<file path="config.mk">
export PLATFORM = sky130hd
export DESIGN_NAME = victim_cache
export DESIGN_NICKNAME = d
export VERILOG_FILES = /design/src/rtl/vc_pkg.sv /design/src/rtl/vc_match.sv /design/src/rtl/vc_lru.sv /design/src/rtl/vc_alloc.sv /design/src/rtl/victim_cache.sv
export SDC_FILE = /design/constraint.sdc
export NUM_CORES = 1
export LEC_CHECK = 0
export BUFFER_PORTS_ARGS = -buffer_cell sky130_fd_sc_hd__buf_2
export CAP_MARGIN = 40
export CORE_ASPECT_RATIO = 1.2
export CORE_MARGIN = 5
export CORE_UTILIZATION = 55
export CTS_BUF_LIST = sky130_fd_sc_hd__clkbuf_4 sky130_fd_sc_hd__clkbuf_8 sky130_fd_sc_hd__clkbuf_16
export CTS_CLUSTER_DIAMETER = 60
export DETAILED_ROUTE_END_ITERATION = 10
export HOLD_SLACK_MARGIN = 0.02
export MAX_ROUTING_LAYER = met4
export PLACE_DENSITY = 0.8
export REMOVE_ABC_BUFFERS = 1
export SKIP_CTS_REPAIR_TIMING = 1
export SYNTH_ARGS = -nofsm -noshare
export SYNTH_HDL_FRONTEND = slang
export SYNTH_SLANG_ARGS = --single-unit
</file>
<file path="constraint.sdc">
create_clock -name clk -period 19.36 [get_ports clk]
set_clock_uncertainty 0.2 [all_clocks]
set_input_delay 1.936 -clock clk [delete_from_list [all_inputs] [get_ports clk]]
set_output_delay 1.936 -clock clk [all_outputs]
set_load 0.01 [all_outputs]
</file>
<file path="src/rtl/vc_pkg.sv">
`timescale 1ns/1ps
// Package: shared definitions for the victim line buffer.
// Assumes nothing beyond being compiled before the modules that import it.
package vc_pkg;
    // Kind of state change the buffer applies at the next clock edge.
    typedef enum logic [1:0] {
        UPD_NONE   = 2'd0,
        UPD_INSERT = 2'd1,
        UPD_SWAP   = 2'd2
    } vc_upd_e;
endpackage

</file>
<file path="src/rtl/vc_match.sv">
`timescale 1ns/1ps
// Module: vc_match
// Compares a lookup address against every entry tag in parallel and encodes
// the matching slot. Assumes no two valid entries ever hold the same tag.
module vc_match #(
    parameter int DEPTH  = 4,
    parameter int ADDR_W = 26,
    localparam int IDX_W = $clog2(DEPTH)
) (
    input  logic [DEPTH-1:0]             valid_q,
    input  logic [DEPTH-1:0][ADDR_W-1:0] tag_q,
    input  logic [ADDR_W-1:0]            lk_addr,
    output logic [DEPTH-1:0]             hit_vec,
    output logic                         hit_any,
    output logic [IDX_W-1:0]             hit_idx
);
    // One comparator per entry.
    for (genvar g = 0; g < DEPTH; g++) begin : g_cmp
        assign hit_vec[g] = valid_q[g] && (tag_q[g] == lk_addr);
    end

    assign hit_any = |hit_vec;

    // Encode the matching slot number.
    always_comb begin
        hit_idx = '0;
        for (int i = 0; i < DEPTH; i++) begin
            if (hit_vec[i]) hit_idx = IDX_W'(i);
        end
    end
endmodule

</file>
<file path="src/rtl/vc_lru.sv">
`timescale 1ns/1ps
// Module: vc_lru
// Keeps a full recency ranking of the entries (rank 0 = most recent,
// rank DEPTH-1 = least recent). The ranks always form a permutation.
module vc_lru #(
    parameter int DEPTH  = 4,
    localparam int IDX_W = $clog2(DEPTH)
) (
    input  logic             clk,
    input  logic             rst_n,
    input  logic             touch,
    input  logic [IDX_W-1:0] touch_idx,
    output logic [IDX_W-1:0] lru_idx
);
    logic [DEPTH-1:0][IDX_W-1:0] rank_q;

    // Move the touched entry to rank 0 and age every entry that was more recent.
    always_ff @(posedge clk) begin
        if (!rst_n) begin
            for (int i = 0; i < DEPTH; i++) rank_q[i] <= IDX_W'(i);
        end else if (touch) begin
            for (int i = 0; i < DEPTH; i++) begin
                if (IDX_W'(i) == touch_idx)
                    rank_q[i] <= '0;
                else if (rank_q[i] < rank_q[touch_idx])
                    rank_q[i] <= rank_q[i] + 1'b1;
            end
        end
    end

    // Find the entry that holds the oldest rank.
    always_comb begin
        lru_idx = '0;
        for (int i = 0; i < DEPTH; i++) begin
            if (rank_q[i] == IDX_W'(DEPTH - 1)) lru_idx = IDX_W'(i);
        end
    end
endmodule

</file>
<file path="src/rtl/vc_alloc.sv">
`timescale 1ns/1ps
// Module: vc_alloc
// Chooses the slot for an insert: the lowest-numbered free entry when one
// exists, otherwise the least recently used entry (which must be evicted).
module vc_alloc #(
    parameter int DEPTH  = 4,
    localparam int IDX_W = $clog2(DEPTH)
) (
    input  logic [DEPTH-1:0] valid_q,
    input  logic [IDX_W-1:0] lru_idx,
    output logic [IDX_W-1:0] slot_idx,
    output logic             slot_evict
);
    // Priority pick of a free slot, falling back to the oldest entry.
    always_comb begin
        slot_evict = &valid_q;
        slot_idx   = lru_idx;
        for (int i = DEPTH - 1; i >= 0; i--) begin
            if (!valid_q[i]) slot_idx = IDX_W'(i);
        end
    end
endmodule

</file>
<file path="src/rtl/victim_cache.sv">
`timescale 1ns/1ps
// Module: victim_cache
// Fully associative buffer of lines evicted from a direct-mapped L1.
// Lookups answer combinationally; a hit swaps the stored line with the
// displaced L1 line in the same slot at the next edge. Inserts fill a free
// slot or push out the least recently used entry on the writeback port.
// Assumes the L1 never offers a line the buffer already holds.
module victim_cache
    import vc_pkg::*;
#(
    parameter int DEPTH  = 4,
    parameter int ADDR_W = 26,
    parameter int LINE_W = 64,
    localparam int IDX_W = $clog2(DEPTH)
) (
    input  logic              clk,
    input  logic              rst_n,
    input  logic              ins_valid,
    input  logic [ADDR_W-1:0] ins_addr,
    input  logic [LINE_W-1:0] ins_data,
    input  logic              lk_valid,
    input  logic [ADDR_W-1:0] lk_addr,
    input  logic              lk_disp_valid,
    input  logic [ADDR_W-1:0] lk_disp_addr,
    input  logic [LINE_W-1:0] lk_disp_data,
    output logic              lk_hit,
    output logic [LINE_W-1:0] lk_data,
    output logic              sb_valid,
    output logic [ADDR_W-1:0] sb_addr,
    output logic [LINE_W-1:0] sb_data,
    output logic              wb_valid,
    output logic [ADDR_W-1:0] wb_addr,
    output logic [LINE_W-1:0] wb_data
);
    logic [DEPTH-1:0]             valid_q;
    logic [DEPTH-1:0][ADDR_W-1:0] tag_q;
    logic [DEPTH-1:0][LINE_W-1:0] data_q;

    logic [DEPTH-1:0] hit_vec;
    logic             hit_any;
    logic [IDX_W-1:0] hit_idx;
    logic [IDX_W-1:0] lru_idx;
    logic [IDX_W-1:0] slot_idx;
    logic             slot_evict;
    vc_upd_e          upd;
    logic [IDX_W-1:0] upd_idx;

    vc_match #(.DEPTH(DEPTH), .ADDR_W(ADDR_W)) match_i (
        .valid_q (valid_q),
        .tag_q   (tag_q),
        .lk_addr (lk_addr),
        .hit_vec (hit_vec),
        .hit_any (hit_any),
        .hit_idx (hit_idx)
    );

    vc_alloc #(.DEPTH(DEPTH)) alloc_i (
        .valid_q    (valid_q),
        .lru_idx    (lru_idx),
        .slot_idx   (slot_idx),
        .slot_evict (slot_evict)
    );

    vc_lru #(.DEPTH(DEPTH)) lru_i (
        .clk       (clk),
        .rst_n     (rst_n),
        .touch     (upd != UPD_NONE),
        .touch_idx (upd_idx),
        .lru_idx   (lru_idx)
    );

    // Decide this cycle's update: a hitting lookup wins over an insert.
    always_comb begin
        upd     = UPD_NONE;
        upd_idx = slot_idx;
        if (lk_valid && hit_any) begin
            upd     = UPD_SWAP;
            upd_idx = hit_idx;
        end else if (ins_valid) begin
            upd = UPD_INSERT;
        end
    end

    // Lookup and swap-back outputs, answered in the lookup cycle.
    always_comb begin
        lk_hit   = lk_valid && hit_any;
        lk_data  = data_q[hit_idx];
        sb_valid = lk_hit;
        sb_addr  = lk_addr;
        sb_data  = data_q[hit_idx];
    end

    // Writeback of the oldest entry when an insert finds the buffer full.
    always_comb begin
        wb_valid = (upd == UPD_INSERT) && slot_evict;
        wb_addr  = tag_q[slot_idx];
        wb_data  = data_q[slot_idx];
    end

    // Valid bits: cleared by reset, set by insert, follow the displaced line on a swap.
    always_ff @(posedge clk) begin
        if (!rst_n) begin
            valid_q <= '0;
        end else begin
            case (upd)
                UPD_INSERT: valid_q[upd_idx] <= 1'b1;
                UPD_SWAP:   valid_q[upd_idx] <= lk_disp_valid;
                default:    ;
            endcase
        end
    end

    // Tag and data storage, written by insert or swap.
    always_ff @(posedge clk) begin
        case (upd)
            UPD_INSERT: begin
                tag_q[upd_idx]  <= ins_addr;
                data_q[upd_idx] <= ins_data;
            end
            UPD_SWAP: begin
                tag_q[upd_idx]  <= lk_disp_addr;
                data_q[upd_idx] <= lk_disp_data;
            end
            default: ;
        endcase
    end
endmodule

</file>
* Word level (Yosys, flattened, before mapping)
Cells that the tools add are included.
** Storage, ports and cells
- Logic and storage cells :: 101
- Bits in registers :: 372
- Input bits :: 211
- Output and inout bits :: 247
** Operators by class
- Reduce and logical (&&, ||, !) cells :: 20
- $lt $le $gt $ge :: 8
- Bitwise operators :: 1
- Muxes and demuxes :: 43
- Equality and inequality tests :: 12
- Add/sub/neg operators :: 4
** Operators with widths (count)
- 256-bit bitwise mux :: 2
- 256-bit case mux with 2 select lines :: 1
- 64-bit binary-select mux with 2-bit select :: 2
- 104-bit bitwise mux :: 2
- 104-bit case mux with 2 select lines :: 1
- 64-bit 2-to-1 mux :: 3
- 64-bit demux with 2-bit select :: 1
- 26-bit equality test :: 4
- 26-bit binary-select mux with 2-bit select :: 1
- 26-bit demux with 2-bit select :: 1
- 26-bit 2-to-1 mux :: 2
- 2-bit 2-to-1 mux :: 19
- 2-bit nonzero test :: 6
- 2-bit by 3-bit less-than comparator with 1-bit output (second input constant) :: 3
- 2-bit by 1-bit adder with 2-bit output (second input constant) :: 4
- 2-bit equality test (second input constant) :: 4
- 2-bit less-than comparator :: 4
- 4-bit case mux with 2 select lines :: 1
- 2-bit AND reduction :: 4
- 1-bit logical AND :: 7
- 2-bit binary-select mux with 2-bit select :: 1
- 4-bit bitwise mux :: 1
- 2-bit equality test (first input constant) :: 2
- 1-bit 2-to-1 mux :: 4
- 8 further kinds :: 8

* Logic depth before layout (Yosys ltp)
- Word-level depth :: 15
- Mapped depth :: 13
- Mapped depth without buffers :: 11

* Modules after synthesis
A second synthesis with hierarchy kept.
** Unflattened totals
- Cells, all modules :: 1554
- Area total of the unflattened synthesis :: 21500.6 um^2
** Modules (own cells, without submodules)
- victim_cache :: times used 1, area an instance 19540.0 um^2, cells each 1311, sequential area each 10890.4 um^2
- vc_match :: times used 1, area an instance 1233.7 um^2, cells each 154, sequential area each 0.0 um^2
- vc_lru :: times used 1, area an instance 685.7 um^2, cells each 82, sequential area each 160.2 um^2
- vc_alloc :: times used 1, area an instance 41.3 um^2, cells each 7, sequential area each 0.0 um^2

* Worst setup path before layout
No wires, ideal clock.
- Path type :: in2reg
- From :: in lk_addr[0]
- To :: reg lru_i.rank_q[5] (netlist bit)
- Setup time :: 323 ps
- Cell stages on the path :: 10
- Data required time :: 18837 ps
- Arrival :: 8049 ps
- Path buffers :: 1
- Slack :: 10788 ps
- Cell sequence :: buf_2 xnor2_1 nand4_1 or4_4 nor4_4 a21oi_2 nor2_1 nand2_1 nor2_1 o31ai_1
** On the way
- Word-level cells in the longest chain between the ends :: 11
- Elaborated cells between the ends (all ways) :: 23
- Those cells by class :: order compare: 1; eq/ne: 5; mux: 8; reduce/logical: 9
** Ends and longest elaborated chain
- start, declared :: line victim_cache.sv:22 : input logic [ADDR_W-1:0] lk_addr,
- 26-bit equality test :: line vc_match.sv:19 : assign hit_vec[g] = valid_q[g] && (tag_q[g] == lk_addr);
- 1-bit logical AND :: line vc_match.sv:19
- 1-bit 2-to-1 mux :: line vc_match.sv:28 : if (hit_vec[i]) hit_idx = IDX_W'(i);
- 2-bit 2-to-1 mux (2 in series) :: line vc_match.sv:28
- 2-bit 2-to-1 mux :: line victim_cache.sv:76 : if (lk_valid && hit_any) begin
- 2-bit binary-select mux with 2-bit select :: line vc_lru.sv:25 : else if (rank_q[i] < rank_q[touch_idx])
- 2-bit 2-to-1 mux (implied by the code) :: line vc_lru.sv:25
- 2-bit less-than comparator :: line vc_lru.sv:25
- 2-bit nonzero test (no source line)
- 2-bit AND reduction (no source line)
- end signal, assigned by index :: line vc_lru.sv:26 : rank_q[i] <= rank_q[i] + 1'b1;
- end, declared :: line vc_lru.sv:15 : logic [DEPTH-1:0][IDX_W-1:0] rank_q;
Parallel ways exist; a longest one is shown, timed or not. The select of a mux whose other input is x is not followed.
A chain may end at the register's enable or synchronous reset.

* Worst setup path after layout
- From :: in lk_addr[22]
- To :: out lk_data[43]
** On the way
- Word-level cells in the longest chain between the ends :: 7
- Elaborated cells between the ends (all ways) :: 11
- Those cells by class :: eq/ne: 3; mux: 5; reduce/logical: 3
** Ends and longest elaborated chain
- 26-bit equality test :: line vc_match.sv:19
- 1-bit logical AND :: line vc_match.sv:19
- 1-bit 2-to-1 mux :: line vc_match.sv:28
- 2-bit 2-to-1 mux :: line vc_match.sv:28
- 2-bit 2-to-1 mux * :: line vc_match.sv:28
- 64-bit binary-select mux with 2-bit select * :: line victim_cache.sv:87 : lk_data = data_q[hit_idx];
- 64-bit 2-to-1 mux (implied by the code) * :: line victim_cache.sv:87
- end, declared :: line victim_cache.sv:27 : output logic [LINE_W-1:0] lk_data,
Mark *: on every way between the ends. The rest lies on a longest branch, timed or not. The select of a mux whose other input is x is not followed.

==> results.toml <==
[global_route]
grt_start_max_net_pins = 83
gr-total-overflow = 0
antenna_found_initial = 16
grt_pass1_vias = 21425
grt_pass1_wl_um = 121000
grtUsageTotal_pct = 35.2

[logic_synthesis]
synthArstFlopShare_pct = 0
syn_area_um2 = 22500
synth.distinct_cells = 61
synthTopCellsByArea = "edfxtp_1, nand2_1, o21ai_0"
netlist.area_leader.share_pct = 48.1
synth_ff_type = "edfxtp_1"
synth.ff_latch_count = 372
syn_avg_cell_area_um2 = 8.77
synth_top_area_cell = "edfxtp_1"
syn_inst = 2565
ys_warn_count = 0
synth_edf_count = 360
yosysSeqAreaShare_pct = 49.1

[clock_tree]
cts_buffers = 40
htree_num_levels = 2
clk_pin_slew_ns = 0.06
clkSinkCount = 372
cts_tree = "built"
cts-root-buf = "clkbuf_16"
clock_latency_ns = 0.54
clock_path_buffers = 3

[drt]
first_pass_iters = 8
routedWlPerCell_um = 23.8
routed_wl_um = 81000
ant_nets = 0
drc = 0
via_per_inst = 6.26
via_count = 21308
drtIter0Drc = 2373

[floorplanning]
start_util_pct = 55.4
die_h_um = 232
die_area_um2 = 45100
coreArea_um2 = 40600
ios = 458
num_rows = 81
die_x_um = 195

[sta]
hold_viol_final = 0
fin_crit_ns = 7.39
holdWs_ns = 0.333
max_freq_mhz = 135
setup_slack_ns = 11.97
setup_viol = 0
relSlewSlack_pct = 35.5
period_share_pct = 38.2
rsz0062_at_grt = "no"
slew_violations = 0
worstMarginPinSlew_ns = 0.967
setup-tns-final_ns = 0

[final_layout]
multiInputGateArea_um2 = 10100
syn2layout_area_growth_pct = 15.6
nNetsFinal = 3032
final_common_cell = "nand2_1"
area.sequential_um2 = 11100
nFillCells = 3320
most-common-layout-cells = "nand2_1, buf_2, o21ai_0, edfxtp_1, a21oi_1"
drive_above_1_share_pct = 20.8

[placement]
io_buffers = 457
place_ws_ns = 11.97
dp_hpwl_um = 51500
gp_congestion = 0.975

[worst_setup_path]
max_stage_delay_ns = 0.85
crit_required_ns = 17.22
cpMostUsedCell = "buf_2"
crit_slowest_cell = "and4_4"
crit_type = "primary input to primary output"
crit_chain = "buf_2, xnor2_1, nand4_1, nor4_1, and4_4, buf_4, o21ai_0, buf_2"
start_kind = "primary input"
arrival_ns = 5.25
end_kind = "primary output"
crit_fanout = 69

[flow_run]
maxCapViolations = 0

[min_path]
hp-class = "flop to flop"

[power_and_ir_drop]
p_leak_uw = 0.0101
vdd_drop_max_v = 0.0000595
power_density_nw_per_um2 = 85.7
finalPower_uw = 2230

[status]
outcome = "completed"
## Yosys cell counts, types with 3 or more instances
cell and count:
a211oi_1 90, a21oi_1 100, a31oi_1 90, and2_1 91, and3_1 3, buf_1 6
buf_4 91, buf_6 4, clkbuf_1 183, dfxtp_1 12, edfxtp_1 360, ha_1 3
inv_1 12, mux2i_1 64, nand2_1 782, nand2b_1 10, nand3_1 11, nand4_1 44
nor2_1 24, nor3_1 14, nor4_1 10, o211ai_1 5, o21a_1 6, o21ai_0 407
o31ai_1 3, xnor2_1 83, xor2_1 15
## path summary, 6_finish.rpt
check / slack [ns] / startpoint / end / cells past startpoint
max reg2reg: 14.17 / lru_i.rank_q[5] / lru_i.rank_q[2] / 14
max: 11.97 / lk_addr[22] / lk_data[43] / 8
min reg2reg: 0.33 / lru_i.rank_q[1] / lru_i.rank_q[1] / 2
min: 0.33 / lru_i.rank_q[1] / lru_i.rank_q[1] / 2
## layer usage
layer / GRT usage, % / part of all wire, % / up-vias
met5: - / 0 / -
met4: 16.2 / 4.3 / 0
met3: 5.29 / 11 / 243
met2: 57.3 / 48 / 1478
met1: 43.8 / 37 / 10051
li1: - / - / 9536
## critical path, delay by kind of cell
kind | cells | cell delay (ns)
xor gates and xnor gates | 1 | 0.33
AOI/OAI and AO/OA | 1 | 0.29
buffers and inverters | 3 | 0.98
and+or+nand+nor | 3 | 1.60
## flip-flops by register name, summed over array words and instances, names as in the netlist
name          cells
data_q          256
tag_q           104
lru_i.rank_q      8
valid_q           4
## cell families after synthesis
kind of cell             count (synthesis)  synth area share, %
multiplexers                            65                 2.90
AND/OR/NAND/NOR                       1003                 19.0
AO/OA/AOI/OAI                          724                 18.2
XOR/XNOR                               100                 3.96
buffers and inverters                  297                 6.61
flip-flops                             372                 49.1
adder cells (fa/ha/maj)                  4                0.211
## final cells by class
cell class	count	area share, %
Inverter	12	0.183
Clock inverter	24	1.13
Clock buffer	48	4.24
Antenna cell	16	0.154
Timing Repair Buffer	496	10.5
Sequential cell	372	42.5
Tap cell	539	2.59
Multi-Input combinational cell	1896	38.7
## power breakdown
group / total [uW] / internal [uW] / switching (uW)
sequential: 955 / 934 / 21.3
combinational: 454 / 156 / 298
clock: 818 / 489 / 328
total: 2230 / 1580 / 647
## metrics by stage
stage	area, um2	std cells	util (%)
6_report	26000	3403	64.0
5_1_grt	26000	3402	64.0
4_1_cts	26000	3387	63.9
3_5_place_dp	24600	3315	60.4
3_3_place_gp	24400	3307	59.9
2_1_floorplan	21100	2280	-
Note: power is estimated with default switching activity, not from simulation.
